## config.mk

```make
export PLATFORM = sky130hd
export DESIGN_NAME = phy_speed_fallback
export DESIGN_NICKNAME = d
export VERILOG_FILES = /design/src/rtl/pfs_pkg.sv /design/src/rtl/pfs_step_ctr.sv /design/src/rtl/pfs_mgmt_port.sv /design/src/rtl/pfs_seq_fsm.sv /design/src/rtl/phy_speed_fallback.sv
export SDC_FILE = /design/constraint.sdc
export NUM_CORES = 1
export LEC_CHECK = 0
export BUFFER_PORTS_ARGS = -buffer_cell sky130_fd_sc_hd__buf_2
export CORE_MARGIN = 2
export CORE_UTILIZATION = 43
export CTS_CLUSTER_SIZE = 16
export DETAILED_ROUTE_END_ITERATION = 6
export PLACE_DENSITY_LB_ADDON = 0.05
export SLEW_MARGIN = 15
export SYNTH_ARGS = -nofsm -noshare
export SYNTH_HDL_FRONTEND = slang
export SYNTH_SLANG_ARGS = --single-unit
```

## constraint.sdc

```tcl
create_clock -name clk_i -period 4.4 [get_ports clk_i]
set_clock_uncertainty 0.1 [all_clocks]
set_input_delay 0.44 -clock clk_i [delete_from_list [all_inputs] [get_ports clk_i]]
set_output_delay 0.44 -clock clk_i [all_outputs]
set_load 0.05 [all_outputs]
```

## src/rtl/pfs_pkg.sv

```systemverilog
package pfs_pkg;

   localparam int unsigned MG_AW = 5;
   localparam int unsigned MG_DW = 16;

   localparam logic [MG_AW-1:0] REG_CTRL = MG_AW'(0);
   localparam logic [MG_AW-1:0] REG_STAT = MG_AW'(1);

   localparam int unsigned B_RESET = 15;
   localparam int unsigned B_LOOP  = 14;
   localparam int unsigned B_SPD   = 13;
   localparam int unsigned B_PDOWN = 11;
   localparam int unsigned B_ISO   = 10;
   localparam int unsigned B_LINK  = 2;

   localparam logic [MG_DW-1:0] CTRL_QUIESCE =
      MG_DW'((1 << B_ISO) | (1 << B_PDOWN) | (1 << B_LOOP));
   localparam logic [MG_DW-1:0] CTRL_RESET = MG_DW'(1 << B_RESET);

   typedef struct packed {
      logic             wr;
      logic [MG_AW-1:0] addr;
      logic [MG_DW-1:0] data;
   } mg_op_t;

   typedef enum logic [3:0] {
      ST_ASLEEP,
      ST_RD_STAT0,
      ST_RD_CTRL0,
      ST_WR_QUIET,
      ST_WR_RST,
      ST_POLL_RST,
      ST_RD_CTRL1,
      ST_WR_SPD,
      ST_WAIT,
      ST_PL_STAT,
      ST_PL_CTRL
   } seq_st_t;

endpackage

```

## src/rtl/pfs_step_ctr.sv

```systemverilog
module pfs_step_ctr #(
   parameter int unsigned LIMIT = 4
) (
   input  logic clk_i,
   input  logic rst_ni,
   input  logic clr_i,
   input  logic inc_i,
   output logic last_o
);
   localparam int unsigned W = $clog2(LIMIT + 1);
   localparam logic [W-1:0] LAST = W'(LIMIT - 1);

   logic [W-1:0] cnt_q;

   always_ff @(posedge clk_i) begin
      if (!rst_ni)      cnt_q <= '0;
      else if (clr_i)   cnt_q <= '0;
      else if (inc_i)   cnt_q <= cnt_q + 1'b1;
   end

   assign last_o = (cnt_q == LAST);
endmodule

```

## src/rtl/pfs_mgmt_port.sv

```systemverilog
module pfs_mgmt_port
   import pfs_pkg::*;
(
   input  logic             clk_i,
   input  logic             rst_ni,
   input  logic             go_i,
   input  mg_op_t           op_i,
   input  logic             done_i,
   output logic             req_start_o,
   output logic             req_write_o,
   output logic [MG_AW-1:0] req_reg_o,
   output logic [MG_DW-1:0] req_wdata_o,
   output logic             fin_o
);
   logic   start_q;
   logic   busy_q;
   mg_op_t op_q;

   always_ff @(posedge clk_i) begin
      if (!rst_ni) begin
         start_q <= 1'b0;
         busy_q  <= 1'b0;
         op_q    <= '0;
      end else begin
         start_q <= 1'b0;
         if (go_i && !busy_q) begin
            start_q <= 1'b1;
            busy_q  <= 1'b1;
            op_q    <= op_i;
         end else if (busy_q && done_i) begin
            busy_q  <= 1'b0;
         end
      end
   end

   assign fin_o       = busy_q && done_i;
   assign req_start_o = start_q;
   assign req_write_o = op_q.wr;
   assign req_reg_o   = op_q.addr;
   assign req_wdata_o = op_q.data;
endmodule

```

## src/rtl/pfs_seq_fsm.sv

```systemverilog
module pfs_seq_fsm
   import pfs_pkg::*;
(
   input  logic             clk_i,
   input  logic             rst_ni,
   input  logic             start_i,
   input  logic             tick_i,
   input  logic             fin_i,
   input  logic [MG_DW-1:0] rdata_i,
   input  logic             tick_last_i,
   input  logic             try_last_i,
   output logic             go_o,
   output mg_op_t           op_o,
   output logic             tick_clr_o,
   output logic             tick_inc_o,
   output logic             try_clr_o,
   output logic             try_inc_o,
   output logic             link_up_o,
   output logic             speed_100_o,
   output logic             link_fail_o,
   output logic             reinit_o,
   output logic             rst_fail_o
);
   seq_st_t          st_q;
   logic             issued_q;
   logic             try100_q;
   logic [MG_DW-1:0] shadow_q;
   logic             seen_link_q;
   logic             up_q, spd_q, fail_q, reinit_q, rstf_q;
   logic             is_op;
   logic             poll_miss;
   logic             rst_busy;

   always_comb begin
      is_op = 1'b1;
      op_o  = '{wr: 1'b0, addr: REG_CTRL, data: '0};
      unique case (st_q)
         ST_RD_STAT0, ST_PL_STAT: op_o.addr = REG_STAT;
         ST_WR_QUIET: op_o = '{wr: 1'b1, addr: REG_CTRL, data: CTRL_QUIESCE};
         ST_WR_RST:   op_o = '{wr: 1'b1, addr: REG_CTRL, data: CTRL_RESET};
         ST_WR_SPD: begin
            op_o.wr            = 1'b1;
            op_o.data          = shadow_q;
            op_o.data[B_RESET] = 1'b0;
            op_o.data[B_SPD]   = try100_q;
         end
         ST_RD_CTRL0, ST_POLL_RST, ST_RD_CTRL1, ST_PL_CTRL: ;
         default: is_op = 1'b0;
      endcase
   end

   assign go_o      = is_op && !issued_q;
   assign rst_busy  = rdata_i[B_RESET];
   assign poll_miss = (st_q == ST_PL_CTRL) && fin_i && !seen_link_q;

   assign try_clr_o  = (st_q == ST_WR_RST) && fin_i;
   assign try_inc_o  = (st_q == ST_POLL_RST) && fin_i && rst_busy && !try_last_i;
   assign tick_clr_o = ((st_q == ST_WR_SPD) && fin_i) || (poll_miss && tick_last_i);
   assign tick_inc_o = poll_miss && !tick_last_i;

   always_ff @(posedge clk_i) begin
      if (!rst_ni) begin
         st_q        <= ST_ASLEEP;
         issued_q    <= 1'b0;
         try100_q    <= 1'b1;
         shadow_q    <= '0;
         seen_link_q <= 1'b0;
         up_q        <= 1'b0;
         spd_q       <= 1'b0;
         fail_q      <= 1'b0;
         reinit_q    <= 1'b0;
         rstf_q      <= 1'b0;
      end else begin
         fail_q   <= 1'b0;
         reinit_q <= 1'b0;
         rstf_q   <= 1'b0;
         if (go_o)  issued_q <= 1'b1;
         if (fin_i) issued_q <= 1'b0;
         unique case (st_q)
            ST_ASLEEP: if (start_i) begin
               st_q     <= ST_RD_STAT0;
               up_q     <= 1'b0;
               spd_q    <= 1'b0;
               try100_q <= 1'b1;
            end
            ST_RD_STAT0: if (fin_i) st_q <= ST_RD_CTRL0;
            ST_RD_CTRL0: if (fin_i) st_q <= ST_WR_QUIET;
            ST_WR_QUIET: if (fin_i) st_q <= ST_WR_RST;
            ST_WR_RST:   if (fin_i) st_q <= ST_POLL_RST;
            ST_POLL_RST: if (fin_i) begin
               if (!rst_busy) begin
                  st_q <= ST_RD_CTRL1;
               end else if (try_last_i) begin
                  rstf_q <= 1'b1;
                  st_q   <= ST_RD_CTRL1;
               end
            end
            ST_RD_CTRL1: if (fin_i) begin
               shadow_q <= rdata_i;
               st_q     <= ST_WR_SPD;
            end
            ST_WR_SPD:   if (fin_i) st_q <= ST_WAIT;
            ST_WAIT:     if (tick_i) st_q <= ST_PL_STAT;
            ST_PL_STAT:  if (fin_i) begin
               seen_link_q <= rdata_i[B_LINK];
               st_q        <= ST_PL_CTRL;
            end
            ST_PL_CTRL:  if (fin_i) begin
               if (seen_link_q) begin
                  up_q  <= 1'b1;
                  spd_q <= rdata_i[B_SPD];
                  st_q  <= ST_ASLEEP;
               end else if (!tick_last_i) begin
                  st_q <= ST_WAIT;
               end else if (rdata_i[B_SPD]) begin
                  try100_q <= 1'b0;
                  st_q     <= ST_WR_QUIET;
               end else begin
                  fail_q   <= 1'b1;
                  reinit_q <= 1'b1;
                  st_q     <= ST_ASLEEP;
               end
            end
            default: st_q <= ST_ASLEEP;
         endcase
      end
   end

   assign link_up_o   = up_q;
   assign speed_100_o = spd_q;
   assign link_fail_o = fail_q;
   assign reinit_o    = reinit_q;
   assign rst_fail_o  = rstf_q;
endmodule

```

## src/rtl/phy_speed_fallback.sv

```systemverilog
module phy_speed_fallback
   import pfs_pkg::*;
#(
   parameter int unsigned POLL_LIMIT = 4,
   parameter int unsigned RST_TRIES  = 16
) (
   input  logic             clk_i,
   input  logic             rst_ni,
   input  logic             start_i,
   input  logic             tick_i,
   output logic             req_start_o,
   output logic             req_write_o,
   output logic [MG_AW-1:0] req_reg_o,
   output logic [MG_DW-1:0] req_wdata_o,
   input  logic             rsp_done_i,
   input  logic [MG_DW-1:0] rsp_rdata_i,
   output logic             link_up_o,
   output logic             speed_100_o,
   output logic             link_fail_o,
   output logic             reinit_req_o,
   output logic             rst_fail_o
);
   if (POLL_LIMIT < 1) begin : g_bad_poll
      $error("POLL_LIMIT must be at least 1");
   end
   if (RST_TRIES < 1) begin : g_bad_tries
      $error("RST_TRIES must be at least 1");
   end
   if (MG_DW <= B_RESET) begin : g_bad_width
      $error("data width too small for control bit positions");
   end

   logic   go, fin;
   mg_op_t op;
   logic   tick_clr, tick_inc, tick_last;
   logic   try_clr, try_inc, try_last;

   pfs_seq_fsm u_fsm (
      .clk_i       (clk_i),
      .rst_ni      (rst_ni),
      .start_i     (start_i),
      .tick_i      (tick_i),
      .fin_i       (fin),
      .rdata_i     (rsp_rdata_i),
      .tick_last_i (tick_last),
      .try_last_i  (try_last),
      .go_o        (go),
      .op_o        (op),
      .tick_clr_o  (tick_clr),
      .tick_inc_o  (tick_inc),
      .try_clr_o   (try_clr),
      .try_inc_o   (try_inc),
      .link_up_o   (link_up_o),
      .speed_100_o (speed_100_o),
      .link_fail_o (link_fail_o),
      .reinit_o    (reinit_req_o),
      .rst_fail_o  (rst_fail_o)
   );

   pfs_mgmt_port u_port (
      .clk_i       (clk_i),
      .rst_ni      (rst_ni),
      .go_i        (go),
      .op_i        (op),
      .done_i      (rsp_done_i),
      .req_start_o (req_start_o),
      .req_write_o (req_write_o),
      .req_reg_o   (req_reg_o),
      .req_wdata_o (req_wdata_o),
      .fin_o       (fin)
   );

   pfs_step_ctr #(.LIMIT(POLL_LIMIT)) u_tick_ctr (
      .clk_i  (clk_i),
      .rst_ni (rst_ni),
      .clr_i  (tick_clr),
      .inc_i  (tick_inc),
      .last_o (tick_last)
   );

   pfs_step_ctr #(.LIMIT(RST_TRIES)) u_try_ctr (
      .clk_i  (clk_i),
      .rst_ni (rst_ni),
      .clr_i  (try_clr),
      .inc_i  (try_inc),
      .last_o (try_last)
   );
endmodule

```

# Word level (Yosys, flattened, before mapping)
# Cells that the tools add are included.
[word_totals]
regBits = 58
inputBits = 21
[classes]
mux = 39
reduce_logical = 34
add_sub_neg = 2
bitwise_logic = 4
eq_ne = 28
[op_table]
columns = ["operator", "n"]
rows = [
  ["4-bit 2-to-1 mux", 15],
  ["16-bit case mux with 3 select lines", 1],
  ["4-bit case mux with 11 select lines", 1],
  ["2-bit by 1-bit != test with 1-bit output (second input constant)", 11],
  ["1-bit 2-to-1 mux", 18],
  ["4-bit by 3-bit equality test with 1-bit output (second input constant)", 4],
  ["4-bit equality test (second input constant)", 3],
  ["1-bit logical AND", 12],
  ["12-bit AND reduction", 1],
  ["9-bit OR reduction", 1],
  ["4-bit by 2-bit equality test with 1-bit output (second input constant)", 2],
  ["2-bit != test (second input constant)", 4],
  ["4-bit AND reduction", 2],
  ["2-bit OR reduction", 4],
  ["1-bit case mux with 2 select lines", 3],
  ["6-bit AND reduction", 1],
  ["5-bit by 1-bit adder with 5-bit output (second input constant)", 1],
  ["5-bit by 4-bit equality test with 1-bit output (second input constant)", 1],
  ["1-bit zero test", 5],
  ["5-bit OR reduction", 1],
  ["4-bit by 1-bit equality test with 1-bit output (second input constant)", 1],
  ["4-bit zero test", 1],
  ["1-bit inverter", 4],
  ["2-bit AND reduction", 2],
  ["7 further kinds", 8],
]

# Depth between registers and ports, before layout
# Gate-level depths: netlist of the first run.
[logic_depth]
depth_word = 6
mapped_depth = 7
depth_no_buf = 7

# Modules after synthesis
# Synthesis of the first run repeated with hierarchy kept, for this count alone.
[unflattened]
hier_cells = 301
area_unflattened_um2 = 2758.9
[modules_own_cells]
columns = ["module", "cells_per_inst", "area_each_um2", "instances"]
rows = [
  ["pfs_seq_fsm", 161, 1416.4, 1],
  ["pfs_mgmt_port", 103, 963.4, 1],
  ["pfs_step_ctr (u_try_ctr)", 24, 239.0, 1],
  ["pfs_step_ctr (u_tick_ctr)", 13, 140.1, 1],
]

# Worst setup path before layout of the first run
# OpenSTA, ideal clock, no wires.
[synth_path]
path_kind = "register -> register"
start = "register u_try_ctr.cnt_q[0]"
end = "register u_fsm.st_q[0]"
stages_incl_launch_ff = 8
setup_time_ps = 86
n_path_buf = 0
period_less_slack_ps = 1906
t_arrival_ps = 1720
slack_ps = 2494
cell_sequence = "dfxtp_1 -> ha_1 -> and3_1 -> ha_1 -> nor4bb_1 -> a22oi_1 -> and2_1 -> a211oi_1"
[synth_via]
elab_chain_cells = 3
[synth_lines]
columns = ["item", "line_no", "text"]
rows = [
  ["start: declaration", "pfs_step_ctr.sv:13", "logic [W-1:0] cnt_q;"],
  ["start signal: assignment", "pfs_step_ctr.sv:18", "else if (inc_i) cnt_q <= cnt_q + 1'b1;"],
  ["5-bit by 4-bit equality test with 1-bit output", "pfs_step_ctr.sv:21", "assign last_o = (cnt_q == LAST);"],
  ["named net try_last", "phy_speed_fallback.sv:36", "logic try_clr, try_inc, try_last;"],
  ["3-bit by 2-bit != test with 1-bit output (no line)", "n/a", ""],
  ["12-bit AND reduction (no line)", "n/a", ""],
  ["end signal: assignment", "pfs_seq_fsm.sv:63", "st_q <= ST_ASLEEP;"],
  ["end signal: assignment", "pfs_seq_fsm.sv:81", "st_q <= ST_RD_STAT0;"],
  ["end signal: assignment", "pfs_seq_fsm.sv:86", "ST_RD_STAT0: if (fin_i) st_q <= ST_RD_CTRL0;"],
  ["end: declaration", "pfs_seq_fsm.sv:24", "seq_st_t st_q;"],
]
# The timed path passes the listed nets, and every way through them passes these cells.
# A chain may end at the register's enable or synchronous reset.

# Worst setup path after layout of the first run
[layout_path]
start = "register u_fsm.st_q[1]"
end = "register u_port.op_q (netlist bit u_port.req_wdata_o[1])"
[layout_via]
elab_chain_cells = 5
[layout_lines]
columns = ["item", "line_no", "text"]
rows = [
  ["4-bit by 1-bit equality test with 1-bit output, or another cell as far along", "pfs_seq_fsm.sv:37", "unique case (st_q)"],
  ["9-bit OR reduction (no line)", "n/a", ""],
  ["1-bit 2-to-1 mux", "pfs_seq_fsm.sv:37", ""],
  ["1-bit logical AND", "pfs_seq_fsm.sv:52", "assign go_o = is_op && !issued_q;"],
  ["1-bit logical AND", "pfs_mgmt_port.sv:26", "if (go_i && !busy_q) begin"],
  ["end signal: assignment", "pfs_mgmt_port.sv:29", "op_q <= op_i;"],
  ["end: declaration", "pfs_mgmt_port.sv:17", "mg_op_t op_q;"],
]
# Several ways; a longest one is shown, not always the timed one.

==> results.sh, run 1 <==
export IMPL_core_region_area_sq_um=5075
export IMPL_initial_core_util_pct=44.45
export IMPL_netlist_area_sq_um=2256
export IMPL_fin_crit_ns=2.353
export IMPL_yosys_warnings=0
export IMPL_route_detailed_drc=0
export IMPL_cts_resized=0
export IMPL_synth_cells=250
export IMPL_crit_path_end_kind="register"
export IMPL_synth_top_family_by_area="simple AND/OR/NAND/NOR gates"
export IMPL_power_density_nw_per_um2=497.6
export IMPL_synth_fa_ha_area_share_pct=2.219
export IMPL_worstPathRequired_ns=4.55
export IMPL_numPortBuffers=44
export IMPL_fin_tns_setup_ns=0
export IMPL_ys_ff_latch=53
export IMPL_fin_cells=354
export IMPL_htreeDepth=2
export IMPL_power_leakage_nw=1.032
export IMPL_power_mw=1.266
export IMPL_postCtsSetupRepairBufs=0
export IMPL_fp_dieW_microns=76.43
export IMPL_worst_setup_path_type="reg2reg"
export IMPL_cts_root_buf="clkbuf_8"
export IMPL_rsz0062_at_grt="false"
export IMPL_drt_first_iter_violations=79
export IMPL_postSynthAreaPerCell_sq_um=9.024
export IMPL_dp_cells=346
export IMPL_finalNetCount=308
export IMPL_r2r_cells=4
export IMPL_worstPathArrival_ns=2.51
export IMPL_endpoint="u_port.req_wdata_o[1]"
export IMPL_synth_xor_area_share_pct=1.553
export IMPL_gp_congestion=0.8493
export IMPL_maxSlewHeadroom_pct=39.41
export IMPL_synth_compound_area_share_pct=18.52
export IMPL_grt_max_degree=25
export IMPL_yosys_mux_area_fraction_pct=3.161
export IMPL_grt_pass1_wl_mm=7.659
export IMPL_holdWs_ns=0.2567
export IMPL_vias_per_cell=5.011
export IMPL_period_share_pct=53.48
export IMPL_irDropWorstVdd_mv=0.3670
export IMPL_globalRouteTotalUtil_pct=16.65
export IMPL_grt_pass1_vias=1578
export IMPL_hold_violations=0
export IMPL_r2r_start="u_fsm.st_q[1]"
export IMPL_routed_wl_mm=4.585
export IMPL_cap_violations=0
export IMPL_vias=1774
export IMPL_status="complete, no violations"
export IMPL_cp_num_cells=4
export IMPL_post_drt_wl_per_cell_microns=12.95
export IMPL_post_place_ws_ns=1.996
export IMPL_cts_buffers_inserted=5
export IMPL_synth_main_ff_cell="dfxtp_1"
export IMPL_setup_ws_ns=2.047
export IMPL_holdBufCountCts=0
export IMPL_worst_pin_slew_ns=0.8972
export IMPL_path_buf_inv=0
export IMPL_num_antenna_cells=0
export IMPL_numClockSinks=53
export IMPL_slowest_stage="a2111oi_4"
export IMPL_antenna_found_initial=0
export IMPL_critPathLaunch="u_fsm.st_q[1]"
export IMPL_synthArstFlopShare_pct=0
export IMPL_final_area_sq_um=2545
export IMPL_syn_to_final_growth_pct=12.81
export IMPL_path_delay_family="compound AO/OA/AOI/OAI gates"
export IMPL_place_area_sq_um=2455
export IMPL_start_kind="register"
export IMPL_yosysSeqAreaShare_pct=47.03
export IMPL_die_area_sq_um=5842
export IMPL_drtPass1Iterations=4
export IMPL_grt_overflow_total=0
export IMPL_reg2reg_to="u_port.req_wdata_o[1]"
export IMPL_clock_latency_ns=0.30
export IMPL_placementRows=26
export IMPL_cts_tree="done"
export IMPL_synth_edff_count=0
export IMPL_cp_slowest_stage_delay_ns=0.70
export IMPL_ant_nets=0
export IMPL_io_pins=49
export IMPL_place_hpwl_mm=3.213
export IMPL_slew_viol_final=0
export IMPL_clock_path_buffers=2
export IMPL_crit_path_cell_trace="a21o_1 -> a2111oi_4 -> and3_1 -> a22o_1"
export IMPL_yosysUniqueCellTypes=48
export IMPL_hold_class="in2reg"
export IMPL_layout_drive_gt1_share_pct=20.07
export IMPL_clk_pin_slew_ns=0.10
export IMPL_r2r_setup_slack_ns=2.05
export IMPL_die_h_microns=76.43
export IMPL_final_core_util_pct=50.15
export IMPL_setup_violations=0
export IMPL_synth_simple_area_share_pct=20.85
export IMPL_fmax_mhz=425.0
export IMPL_worstPathMaxFanout=16
cell usage in the layout, fill, tap and decap left out, types with 2 or more instances in the layout:
| cell type | count |
|---|---|
| ha_1 | 4 |
| a21oi_1 | 28 |
| nor2b_1 | 6 |
| and3_1 | 2 |
| clkbuf_8 | 5 |
| a211oi_1 | 4 |
| a21o_1 | 2 |
| nand2_1 | 38 |
| dfxtp_1 | 53 |
| nand4_1 | 3 |
| nor3_1 | 4 |
| nand3_1 | 7 |
| inv_1 | 6 |
| nor2_1 | 14 |
| and4b_1 | 3 |
| xnor2_1 | 3 |
| and2_1 | 2 |
| o21ai_1 | 4 |
| buf_2 | 44 |
| nand3b_1 | 2 |
| nor4_1 | 2 |
| conb_1 | 4 |
| mux2i_1 | 6 |
| a22o_1 | 12 |
| nor3_2 | 2 |
sequential cells by signal, summed over array words and instances (netlist names), 3 cells and up:
name	count
u_try_ctr.cnt_q	5
u_fsm.shadow_q	14
u_port.req_wdata_o	16
u_tick_ctr.cnt_q	3
u_fsm.st_q	4
power by group:
part | leakage (nW) | switching, mW | total (mW) | internal [mW]
logic | 0.558 | 0.249 | 0.387 | 0.138
clock network | 0.0445 | 0.162 | 0.275 | 0.113
registers | 0.429 | 0.0809 | 0.605 | 0.524
final cells by class:
type                            instances  area, sq um
Clock buffer                            5        68.82
Multi-Input combinational cell        172         1060
Tap cell                               70        87.58
Inverter                                7        26.28
Clock inverter                          3        21.27
Sequential cell                        53         1061
Fill cell                             511         2530
Timing Repair Buffer                   44        220.2
logic make-up after synthesis:
logic type / count (synthesis)
muxes: 7
buffers and inverters: 28
adders and majority gates: 4
other: 1
DFF: 53
xor gates and xnor gates: 4
AOI/OAI and AO/OA: 61
and+or+nand+nor: 92
synthesized netlist by cell type (3+ instances only):
master    instances  share of area [%]
o21ai_1           4               0.89
ha_1              4                2.2
xnor2_1           3                1.2
inv_1             6                1.0
mux2i_1           6                2.7
nand3_1           7                1.6
a21oi_1          28                6.2
nand2_1          38                6.3
nand4_1           3               0.83
dfxtp_1          53                 47
and4b_1           3                1.3
a211oi_1          4                1.3
buf_2             6                1.3
a22o_1           12                4.7
nor3_1            4               0.89
nor2_1           14                2.3
buf_4             5                1.7
nor2b_1           6                1.7
clkbuf_1          8                1.3
worst reg2reg max path: stages, from the launching register on:
cell	delay, ns
dfxtp_1	0.46
a21o_1	0.29
a2111oi_4	0.70
and3_1	0.56
a22o_1	0.20
worst min path at each step:
stage                              to  slack (ns)  depth (start not counted)       startpoint
floorplan              u_fsm.try100_q        0.33                          1   u_fsm.try100_q
global placement      u_fsm.link_up_o        0.33                          2  u_fsm.link_up_o
detailed placement    u_fsm.link_up_o        0.34                          2  u_fsm.link_up_o
CTS                 u_fsm.shadow_q[4]        0.25                          3   rsp_rdata_i[4]
global route        u_fsm.shadow_q[6]        0.24                          3   rsp_rdata_i[6]
finish              u_fsm.shadow_q[4]        0.26                          3   rsp_rdata_i[4]
metal layers:
layer	up-vias	GRT usage (%)	share of wire, %
li1	936	-	-
met1	797	22.33	50
met2	35	25.93	44
met3	6	3.910	3.9
met4	0	6.545	1.6
met5	-	0	0
No activity file was read; power rests on OpenSTA's default activity.
==> inputs of run 2 (changes only) <==
==> constraint.sdc (replaced) <==
create_clock -name clk_i -period 2.1 [get_ports clk_i]
set_clock_uncertainty 0.1 [all_clocks]
set_input_delay 0.21 -clock clk_i [delete_from_list [all_inputs] [get_ports clk_i]]
set_output_delay 0.21 -clock clk_i [all_outputs]
set_load 0.05 [all_outputs]
==> results.sh, run 2 (synthesized netlist as in run 1, its figures left out) <==
export IMPL_status="complete, no violations"
export IMPL_cap_violations=0
export IMPL_grt_pass1_vias=1780
export IMPL_die_h_microns=76.43
export IMPL_htreeDepth=2
export IMPL_drtPass1Iterations=4
export IMPL_switching_share_pct=36.74
export IMPL_vias=1855
export IMPL_clock_latency_ns=0.31
export IMPL_hold_class="in2reg"
export IMPL_power_leakage_nw=1.107
export IMPL_layout_commonest_cell="dfxtp_1"
export IMPL_seq_power_share_pct=42.4
export IMPL_power_density_nw_per_um2=1074
export IMPL_cts_root_buf="clkbuf_8"
export IMPL_place_hpwl_mm=3.395
export IMPL_p_clk_share_pct=24.0
export IMPL_clock_path_buffers=2
export IMPL_globalRouteTotalUtil_pct=17.53
export IMPL_irDropWorstVdd_mv=0.5928
export IMPL_setup_violations=0
export IMPL_antenna_found_initial=0
export IMPL_die_area_sq_um=5842
export IMPL_io_pins=49
export IMPL_fin_crit_ns=2.001
export IMPL_worst_pin_slew_ns=0.6211
export IMPL_slew_viol_final=0
export IMPL_gp_congestion=0.8291
export IMPL_pwr_share_comb_pct=33.6
export IMPL_worstPathRequired_ns=2.23
export IMPL_power_switching_mw=1.057
export IMPL_n_fill_cell=525
export IMPL_fin_tns_setup_ns=0
export IMPL_grt_pass1_wl_mm=8.280
export IMPL_vias_per_cell=5.068
export IMPL_start_kind="register"
export IMPL_routed_wl_mm=4.830
export IMPL_worst_setup_path_type="reg2reg"
export IMPL_fp_dieW_microns=76.43
export IMPL_ant_nets=0
export IMPL_intPower_mw=1.819
export IMPL_cts_tree="done"
export IMPL_largest_register_ffs=16
export IMPL_syn_to_final_growth_pct=18.75
export IMPL_numPortBuffers=44
export IMPL_period_share_pct=95.29
export IMPL_finalNetCount=320
export IMPL_layout_common_cells="dfxtp_1 (52), buf_2 (44), nand2_1 (38), a21oi_1 (28), nor2_1 (14)"
export IMPL_route_detailed_drc=0
export IMPL_layout_drive_gt1_share_pct=25.00
export IMPL_core_region_area_sq_um=5075
export IMPL_fmax_mhz=499.7
export IMPL_grt_max_degree=24
export IMPL_holdBufCountCts=0
export IMPL_drt_first_iter_violations=65
export IMPL_post_drt_wl_per_cell_microns=13.20
export IMPL_maxSlewHeadroom_pct=58.53
export IMPL_num_antenna_cells=0
export IMPL_worstPathMaxFanout=5
export IMPL_initial_core_util_pct=44.45
export IMPL_cts_buffers_inserted=5
export IMPL_worstPathArrival_ns=2.13
export IMPL_numClockSinks=53
export IMPL_hold_violations=0
export IMPL_final_core_util_pct=52.79
export IMPL_clk_pin_slew_ns=0.10
export IMPL_crit_path_end_kind="register"
export IMPL_placementRows=26
export IMPL_grt_overflow_total=0
[run 2: final cells by class]
class | count | area [sq um] | area share, %
Multi-Input combinational cell | 172 | 1081 | 40.36
Sequential cell | 53 | 1062 | 39.65
Timing Repair Buffer | 56 | 310.3 | 11.58
Tap cell | 70 | 87.58 | 3.269
Clock buffer | 6 | 72.57 | 2.709
Clock inverter | 2 | 38.79 | 1.448
Inverter | 7 | 26.28 | 0.9808
[run 2: power groups by stage]
stage	registers, mW	clock network (mW)	logic, mW
4_1_cts	1.22	0.706	0.935
6_report	1.22	0.691	0.967
5_1_grt	1.23	0.753	1.05
3_3_place_gp	1.24	0	0.929
2_1_floorplan	1.33	0	0.643
3_5_place_dp	1.24	0	0.931
[run 2: path summary, 6_finish.rpt]
| path | slack [ns] | cells after the start | to | from |
|---|---|---|---|---|
| hold reg to reg | 0.35 | 2 | u_fsm.link_up_o | u_fsm.link_up_o |
| setup / recovery | 0.1 | 7 | u_fsm.st_q[0] | u_try_ctr.cnt_q[0] |
| hold / removal | 0.03 | 3 | u_fsm.shadow_q[8] | rsp_rdata_i[8] |
| setup reg to reg | 0.1 | 7 | u_fsm.st_q[0] | u_try_ctr.cnt_q[0] |
[run 2: through the flow]
step	hold WS [ns]	instance area, sq um	power [mW]	setup slack, ns	cells
after floorplan	0.2460	2267	1.977	0.1944	253
after global placement	0.3349	2537	2.169	0.1318	357
after detailed placement	0.3357	2537	2.169	0.06072	357
after CTS	0.02112	2649	2.857	0.05099	365
after global routing	0.01714	2679	3.036	-0.01367	366
final	0.02615	2679	2.876	0.09884	366
[run 2: routing by layer]
layer,GRT usage (%),wire (microns)
met1,22.26,2258
met2,29.20,2272
met3,4.265,215
met4,5.818,83
met5,0,0
[run 2: worst max-delay path: stages (launching register included)]
cell	delay, ns
dfxtp_2	0.34
ha_1	0.21
and3_1	0.20
ha_2	0.19
nor4bb_2	0.31
a22oi_2	0.17
and2_4	0.22
a211oi_1	0.18
[run 2: what timing repair did]
| item | 4_1_cts | 5_1_grt |
|---|---|---|
| resized for setup | 0 | 6 |
| endpoints found under the setup margin | 0 | 4 |
| setup buffers | 0 | 1 |
